==> src/rtl/mac_fir_pkg.sv <==
package mac_fir_pkg;

  // Strobes sent from the sequencer to the datapath
  typedef struct packed {
    logic loadSample;   // write inData into the current slot
    logic clearAcc;     // start a fresh sum
    logic macStep;      // add one product
    logic capture;      // copy the sum to the output register
    logic advancePtr;   // move the write slot on
  } firStrobe_t;

  // Coefficient formula, evaluated at elaboration
  function automatic int coefValue(input int idx);
    return ((idx * 5) % 17) - 8;
  endfunction

endpackage

==> src/rtl/mac_fir_ctrl.sv <==
module mac_fir_ctrl
  import mac_fir_pkg::*;
#(
  parameter int TAPS  = 31,
  parameter int IDX_W = $clog2(TAPS)
) (
  input  logic             clk,
  input  logic             rst,
  input  logic             inValid,
  output logic             inReady,
  output firStrobe_t       strobe,
  output logic [IDX_W-1:0] tapIdx
);

  typedef enum logic [1:0] {ST_IDLE, ST_RUN, ST_DONE} seqState_t;

  seqState_t state;
  logic      accept;
  logic      lastTap;

  assign inReady = (state == ST_IDLE);
  assign accept  = inReady && inValid;
  assign lastTap = (tapIdx == IDX_W'(TAPS - 1));

  always_ff @(posedge clk) begin
    if (rst) begin
      state  <= ST_IDLE;
      tapIdx <= '0;
    end else begin
      case (state)
        ST_IDLE: begin
          tapIdx <= '0;
          if (accept) state <= ST_RUN;
        end
        ST_RUN: begin
          if (lastTap) begin
            state  <= ST_DONE;
            tapIdx <= '0;
          end else begin
            tapIdx <= tapIdx + 1'b1;
          end
        end
        default: state <= ST_IDLE;
      endcase
    end
  end

  always_comb begin
    strobe            = '0;
    strobe.loadSample = accept;
    strobe.clearAcc   = accept;
    strobe.macStep    = (state == ST_RUN);
    strobe.capture    = (state == ST_DONE);
    strobe.advancePtr = (state == ST_DONE);
  end

endmodule

==> src/rtl/mac_fir_dp.sv <==
module mac_fir_dp
  import mac_fir_pkg::*;
#(
  parameter int TAPS     = 31,
  parameter int SAMPLE_W = 16,
  parameter int COEF_W   = 16,
  parameter int IDX_W    = $clog2(TAPS),
  parameter int ACC_W    = SAMPLE_W + COEF_W + $clog2(TAPS)
) (
  input  logic                       clk,
  input  logic                       rst,
  input  firStrobe_t                 strobe,
  input  logic [IDX_W-1:0]           tapIdx,
  input  logic signed [SAMPLE_W-1:0] inData,
  output logic                       outValid,
  output logic signed [ACC_W-1:0]    outData
);

  localparam int PROD_W = SAMPLE_W + COEF_W;

  logic signed [SAMPLE_W-1:0] sampleMem [TAPS];
  logic signed [COEF_W-1:0]   coefRom   [TAPS];
  logic [IDX_W-1:0]           wrPtr;
  logic [IDX_W:0]             rawIdx;
  logic [IDX_W:0]             readIdx;
  logic signed [SAMPLE_W-1:0] sampleRd;
  logic signed [COEF_W-1:0]   coefRd;
  logic signed [PROD_W-1:0]   product;
  logic signed [ACC_W-1:0]    acc;

  for (genvar g = 0; g < TAPS; g++) begin : g_coef
    assign coefRom[g] = COEF_W'(coefValue(g));
  end

  // Read slot (wrPtr + tapIdx) mod TAPS
  assign rawIdx   = {1'b0, wrPtr} + {1'b0, tapIdx};
  assign readIdx  = (rawIdx >= (IDX_W+1)'(TAPS)) ? rawIdx - (IDX_W+1)'(TAPS) : rawIdx;
  assign sampleRd = sampleMem[readIdx[IDX_W-1:0]];
  assign coefRd   = coefRom[tapIdx];
  assign product  = sampleRd * coefRd;

  always_ff @(posedge clk) begin
    if (rst) begin
      for (int i = 0; i < TAPS; i++) sampleMem[i] <= '0;
      wrPtr <= '0;
    end else begin
      if (strobe.loadSample) sampleMem[wrPtr] <= inData;
      if (strobe.advancePtr)
        wrPtr <= (wrPtr == IDX_W'(TAPS - 1)) ? '0 : wrPtr + 1'b1;
    end
  end

  always_ff @(posedge clk) begin
    if (rst) begin
      acc      <= '0;
      outData  <= '0;
      outValid <= 1'b0;
    end else begin
      if (strobe.clearAcc)     acc <= '0;
      else if (strobe.macStep) acc <= acc + ACC_W'(product);
      if (strobe.capture) outData <= acc;
      outValid <= strobe.capture;
    end
  end

endmodule

==> src/rtl/mac_fir.sv <==
module mac_fir
  import mac_fir_pkg::*;
#(
  parameter int TAPS     = 31,
  parameter int SAMPLE_W = 16,
  parameter int COEF_W   = 16,
  localparam int IDX_W   = $clog2(TAPS),
  localparam int ACC_W   = SAMPLE_W + COEF_W + $clog2(TAPS)
) (
  input  logic                       clk,
  input  logic                       rst,
  input  logic                       inValid,
  input  logic signed [SAMPLE_W-1:0] inData,
  output logic                       inReady,
  output logic                       outValid,
  output logic signed [ACC_W-1:0]    outData
);

  firStrobe_t       strobe;
  logic [IDX_W-1:0] tapIdx;

  mac_fir_ctrl #(.TAPS(TAPS), .IDX_W(IDX_W)) u_ctrl (
    .clk     (clk),
    .rst     (rst),
    .inValid (inValid),
    .inReady (inReady),
    .strobe  (strobe),
    .tapIdx  (tapIdx)
  );

  mac_fir_dp #(
    .TAPS(TAPS), .SAMPLE_W(SAMPLE_W), .COEF_W(COEF_W),
    .IDX_W(IDX_W), .ACC_W(ACC_W)
  ) u_dp (
    .clk      (clk),
    .rst      (rst),
    .strobe   (strobe),
    .tapIdx   (tapIdx),
    .inData   (inData),
    .outValid (outValid),
    .outData  (outData)
  );

endmodule

==> config.mk <==
export PLATFORM = sky130hd
export DESIGN_NAME = mac_fir
export DESIGN_NICKNAME = d
export VERILOG_FILES = /design/src/rtl/mac_fir_pkg.sv /design/src/rtl/mac_fir_ctrl.sv /design/src/rtl/mac_fir_dp.sv /design/src/rtl/mac_fir.sv
export SDC_FILE = /design/constraint.sdc
export NUM_CORES = 2
export LEC_CHECK = 0
export BUFFER_PORTS_ARGS = -buffer_cell sky130_fd_sc_hd__buf_2
export CAP_MARGIN = 5
export CORE_MARGIN = 3
export CORE_UTILIZATION = 55
export DETAILED_ROUTE_END_ITERATION = 10
export PLACE_DENSITY = 0.79
export SLEW_MARGIN = 20
export SYNTH_ARGS = -nofsm -noshare
export SYNTH_HDL_FRONTEND = slang
export SYNTH_SLANG_ARGS = --single-unit
==> constraint.sdc <==
create_clock -name clk -period 14.1 [get_ports clk]
set_clock_uncertainty 0.05 [all_clocks]
set_input_delay 2.82 -clock clk [delete_from_list [all_inputs] [get_ports clk]]
set_output_delay 2.82 -clock clk [all_outputs]
set_load 0.1 [all_outputs]
Yosys cells after proc, flatten, opt, wreduce, memory -nomap -nowiden
Memories as Yosys holds them, arrays and structs flattened.
Index checks and enable logic that the tools add are counted.

word-level totals
  bits in registers = 87
  memory bits (writable) = 496
  memory bits (read-only) = 512
  bits of input ports = 19
  output and inout port bits = 39
  word-level logic and storage cells = 46
  memories kept = 2

memory list
  name              words  bits a word  rd ports  clocked after Yosys merged registers in  write ports  RTL line          text
  (name not given)  32     16           1         0                                        0            mac_fir_dp.sv:39  assign coefRd = coefRom[tapIdx];
  u_dp.sampleMem    31     16           1         0                                        31           mac_fir_dp.sv:21  logic signed [SAMPLE_W-1:0] sampleMem [TAPS];

operators by class
  add/sub/neg operators = 5
  multiply operators = 1
  $lt $le $gt $ge = 2
  equality and inequality tests = 6
  multiplexer cells = 17
  bitwise logic cells = 1
  reductions and logical operators = 6

operators with widths
  cell                   number
  $mux W16               3
  $add A37 B32 Y37       1
  $mul A16 B16 Y32       1
  $mux W5                4
  $reduce_or A16 Y1      1
  $add A5 B1 Y5 const B  2
  $eq A5 B5 Y1 const B   2
  $pmux W5 S2            1
  $add A5 B5 Y6          1
  $ge A6 B5 Y1 const B   1
  $ge A6 B6 Y1 const B   1
  $mux W1                6
  $not A5 Y6             1
  $sub A5 B5 Y5 const B  1
  $mux W2                2
  $pmux W2 S2            1
  $eq A2 B1 Y1 const B   1
  $eq A2 B2 Y1 const B   1
  $logic_not A2 Y1       1
  $ne A2 B1 Y1 const B   1
  $ne A2 B2 Y1 const B   1
  $reduce_and A2 Y1      1
  $reduce_bool A2 Y1     1
  $reduce_or A2 Y1       1
  $logic_and A1 B1 Y1    1

Longest topological paths before layout
  depth after elaboration = 7
  depth in mapped cells = 42
  gate-level depth less buffers = 39

Hierarchy
Synthesis repeated with hierarchy kept, for this count alone.

unflattened totals
  cells, all modules = 3081
  area, all modules = 37531.0 um^2

by module, submodules not included
  module        times used  cells an instance  area an instance (um^2)  seq. area each (um^2)
  mac_fir_dp    1           3038               37165.6                  16976.3
  mac_fir_ctrl  1           43                 365.4                    140.1

Least setup slack after synthesis
Ideal clock, no wire load.

  path type = register -> register
  start point = register u_ctrl.tapIdx[0]
  end point = register u_dp.acc[36]
  data arrival time = 10.276 ns
  setup slack = 3.695 ns
  stages on the path, launching flop included = 39
  path buffers = 3
  period minus slack after synthesis = 10.405 ns
  path through = dfxtp_1 ha_1 fa_1 ha_1 inv_1 a2111o_1 o31ai_4 nor2_2 xnor2_1 buf_4 buf_6 buf_4 mux4_2 nand2_1 nand3_1 a31oi_1 nor2_1 fa_1 [3 not listed] inv_1 fa_1 fa_1 inv_1 fa_1 inv_1 ha_1 a21o_1 a21oi_1 o21ai_0 a2111oi_1 nor4bb_1 nor4_2 nor2_1 a311o_1 a31oi_1 xnor3_1 a211oi_2

between the ends
  longest elaborated chain between the ends = 6
  elaborated cells on any way between the ends = 11
  classes of those cells = 3 x add/sub; 1 x mul; 1 x order compare; 3 x mux; 1 x bitwise; 2 x memory

RTL lines
  element                                      RTL line                            text
  from (decl)                                  mac_fir_ctrl.sv:12                  output logic [IDX_W-1:0] tapIdx
  from (signal assigned)                       mac_fir_ctrl.sv:40                  tapIdx <= tapIdx + 1'b1;
  $add A5 B5 Y6 or $not A5 Y6 (tied branches)  mac_fir_dp.sv:36, mac_fir_dp.sv:39
  $sub A5 B5 Y5, or another cell as far along  mac_fir_dp.sv:37                    assign readIdx = (rawIdx >= (IDX_W+1)'(TAPS)) ? rawIdx - (IDX_W+1)'(TAPS) : rawIdx;
  $mux W5 or $mux W16 (tied branches)          mac_fir_dp.sv:37, mac_fir_dp.sv:39
  $mem_v2 Z31 W16 or $mux W16 (tied branches)  --
  $mul A16 B16 Y32 (*)                         mac_fir_dp.sv:40                    assign product = sampleRd * coefRd;
  $add A37 B32 Y37 (*)                         mac_fir_dp.sv:60                    else if (strobe.macStep) acc <= acc + ACC_W'(product);
  to (signal assigned)                         mac_fir_dp.sv:60
  to (decl)                                    mac_fir_dp.sv:29                    logic signed [ACC_W-1:0] acc;

Mark *: on every way between the ends. The rest lies on a longest branch, timed or not. The select of a mux whose other input is x is not followed.
A chain may end at the register's enable or synchronous reset.

Worst setup path after layout
Ends and elaborated chain as after synthesis.

==> reports/results.ini <==
[timing]
grt_setup_unrepaired = false
report.final.slew_viol_count = 0
hold_slack_ns = 0.399
slew-limit-headroom = 0.294
tightest_slew_ns = 1.06
setup_viol = 0
final-hold-violation-count = 0
tns_ns = 0
fmax_mhz = 80.8
period_needed_ns = 12.38
period_share = 0.878

[global_route]
grt_pass1_wl_mm = 148
grtUsageTotal = 0.276
grt-ovfl-total = 0
grt_max_degree = 75
antenna_found_initial = 1
grt_pass1_vias = 24800
grt_use_met3 = 0.0491
use_met2 = 0.463
met1_usage = 0.370
top_usage_layer = met2

[critical_path]
crit_fanout = 22
r2r_cells = 36
reg2reg_slack_ns = 1.72
endpoint = u_dp.acc[36]$_SDFFE_PP0P_
r2r-end = u_dp.acc[36]$_SDFFE_PP0P_
cp_common_cell = fa_1
critPathKind = flip-flop to flip-flop
rr_startpoint = u_ctrl.tapIdx[0]$_SDFFE_PP0P_
slowest_stage = xnor2_2
cp.required_ns = 14.61
cp.arrival_ns = 12.89
cp-startpoint = u_ctrl.tapIdx[0]$_SDFFE_PP0P_
max_stage_delay_ns = 0.73
cp-end-kind = flip-flop
crit_path_start_kind = flip-flop

[logic_synthesis]
synth_nets = 3535
synth-edff-count = 512
ys_top_cells_by_area = edfxtp_1 41%, fa_1 14%, and2_1 8.7%, mux4_2 6.8%, dfxtp_1 4.7%
ys_warn_count = 0
synth_area_um2 = 37100
post-synth-top-area-cell = edfxtp_1
synth_area_per_cell_um2 = 11.8
synthSimpleGateAreaFrac = 0.163
synthDistinctLibCells = 79
yosysSeqAreaShare = 0.462
synthAdderAreaFrac = 0.181
ys.flop_type = edfxtp_1
synth-seq-cells = 599
syn-instance-count = 3133
synth-xor-area-share = 0.0115
synth_top_family_by_area = adder cells
synth_compound_area_frac = 0.0507
synth_top_area_frac = 0.415
async_reset_ff_frac = 0
synthMuxAreaShare = 0.0746

[floorplan]
row_count = 94
ios = 58
core_area_um2 = 66300
fp.dieH_um = 266
start_util = 0.559
die_area_um2 = 70600
die_w_um = 266

[status]
status = finished clean

[routing]
final_antenna_net_count = 0
drcViolationCount = 0
firstDrtPassIters = 5
wl_per_cell_um = 23.6
via_per_inst = 5.94
wirelength_mm = 95.5
num_vias = 24000
drt-initial-drc-count = 2649

[hold_path]
hp-class = flip-flop to flip-flop
hold_path.startpoint = u_dp.outData[14]$_SDFFE_PP0P_

[place]
gp_congestion = 0.914
dp_hpwl_mm = 63.5
dpl-instance-area_um2 = 38200
io_buffer_count = 57

[clock_tree]
clock_latency_ns = 0.66
path_clk_slew_ns = 0.06
cts_resized = 0
htree_levels = 2
hold_buffers = 0
cts-root-buf = clkbuf_16
cts_buffers = 61
clockBufferDepth = 3
tritoncts = built
clock_sinks = 599
cts_setup_buffers = 0

[finish]
final_area_um2 = 40300
syn2layout_area_growth_pct = 8.60
drive_above_1_share = 0.129
final_nets = 3527

[pwr]
ir_worst_vdd_mv = 0.512
power_leakage_uw = 0.0168
power_density_nw_per_um2 = 247

[job]
max_cap_violations = 0

power breakdown:
part / switching [uW] / internal [uW]
sequential: 38.0 / 1990
combinational: 3510 / 2720
clock: 722 / 964
total: 4270 / 5680
worst min-delay path by stage:
stage	end	depth (start not counted)	slack [ns]
2_1_floorplan	u_dp.acc[15]$_SDFFE_PP0P_	2	0.40
3_3_place_gp	u_dp.outData[12]$_SDFFE_PP0P_	2	0.39
3_5_place_dp	u_dp.outData[18]$_SDFFE_PP0P_	2	0.39
4_1_cts	u_dp.outData[12]$_SDFFE_PP0P_	2	0.40
5_1_grt	u_dp.outData[21]$_SDFFE_PP0P_	2	0.42
6_report	u_dp.outData[14]$_SDFFE_PP0P_	2	0.40
routing by layer:
layer | routed length (um) | up-vias
li1 | - | 10500
met1 | 36400 | 11900
met2 | 46300 | 1301
met3 | 9600 | 236
met4 | 3260 | 0
met5 | 0 | -
registers in the layout, summed over array words and instances, names as in the netlist:
register        flops
u_dp.outData       37
u_dp.outValid       1
u_dp.acc           37
u_ctrl.tapIdx       5
u_dp.sampleMem    512
u_dp.wrPtr          5
u_ctrl.state        2
metrics by stage:
stage               utilization  cells  setup WS [ns]  total power (uW)
global route              0.607   4039           1.18             11000
detailed placement        0.576   3926           1.83              8240
CTS                       0.607   4039           1.82              9930
finish                    0.607   4040           1.72              9950
floorplan                     -   3133           3.70              7020
global placement          0.576   3926           2.07              8080
synthesized netlist by cell type, drive strengths merged, types with 38 or more instances:
library cell,n
nand3,47
fa,257
inv,356
nor2,137
nand2,294
and2,515
edfxtp,512
clkbuf,148
mux4,112
buf,38
a21oi,124
dfxtp,87
ha,126
or2,58
cell usage in the layout (no fill, tap or decap), types with 4 or more instances in the layout:
| cell | synthesis | routed |
|---|---|---|
| buf_4 | 14 | 56 |
| a21o_1 | 19 | 19 |
| nor2b_1 | 12 | 10 |
| clkbuf_16 | 0 | 61 |
| clkbuf_1 | 148 | 10 |
| xor2_1 | 12 | 11 |
| nand3_1 | 47 | 47 |
| mux2i_1 | 21 | 20 |
| o21ai_0 | 30 | 30 |
| inv_1 | 356 | 356 |
| clkinv_1 | 0 | 8 |
| a31oi_1 | 26 | 26 |
| buf_2 | 13 | 56 |
| bufinv_16 | 0 | 9 |
| fa_1 | 257 | 257 |
| mux4_2 | 112 | 112 |
| clkinv_2 | 0 | 11 |
| a32oi_1 | 5 | 5 |
| nor2_1 | 136 | 135 |
| or2_2 | 56 | 56 |
| nor3_1 | 14 | 14 |
| o21a_1 | 4 | 4 |
| and2_1 | 514 | 512 |
| and3_1 | 22 | 22 |
| a2111oi_0 | 4 | 4 |
| nand2_1 | 293 | 292 |
| dfxtp_1 | 87 | 87 |
| xnor2_1 | 29 | 27 |
| a211oi_1 | 10 | 10 |
| clkinvlp_4 | 0 | 8 |
| o21bai_1 | 7 | 7 |
| nand2b_1 | 14 | 12 |
| o31ai_1 | 6 | 6 |
| ha_1 | 126 | 126 |
| a311oi_1 | 16 | 16 |
| edfxtp_1 | 512 | 512 |
| nand3b_1 | 6 | 6 |
| nand4_1 | 8 | 8 |
| a21oi_1 | 123 | 123 |
critical path: cells and delay by family (launching register included):
| kind | cells | cell delay [ns] |
|---|---|---|
| adder cells (fa/ha/maj) | 10 | 4.34 |
| AO/OA/AOI/OAI | 12 | 3.85 |
| AND/OR/NAND/NOR | 6 | 1.39 |
| XOR/XNOR | 2 | 1.15 |
| buffers and inverters | 5 | 0.79 |
| flip-flops | 1 | 0.43 |
| multiplexers | 1 | 0.27 |
area by class of cell:
type	count	area (um^2)
timing repair buffer	115	761
fill	5096	26100
clock buffer	71	1560
inverter	356	1340
multi-input combinational	1992	17900
antenna	1	2.50
clock inverter	42	518
sequential	599	17100
tap	864	1080
logic make-up (layout without fill, tap and decap cells):
family / Yosys count / count (layout)
other: 0 / 1
muxes: 136 / 136
adders and majority gates: 383 / 383
buffers and inverters: 542 / 584
DFF: 599 / 599
and+or+nand+nor: 1142 / 1142
AOI/OAI and AO/OA: 287 / 287
xor gates and xnor gates: 44 / 44
No activity file was read; power rests on OpenSTA's default activity.
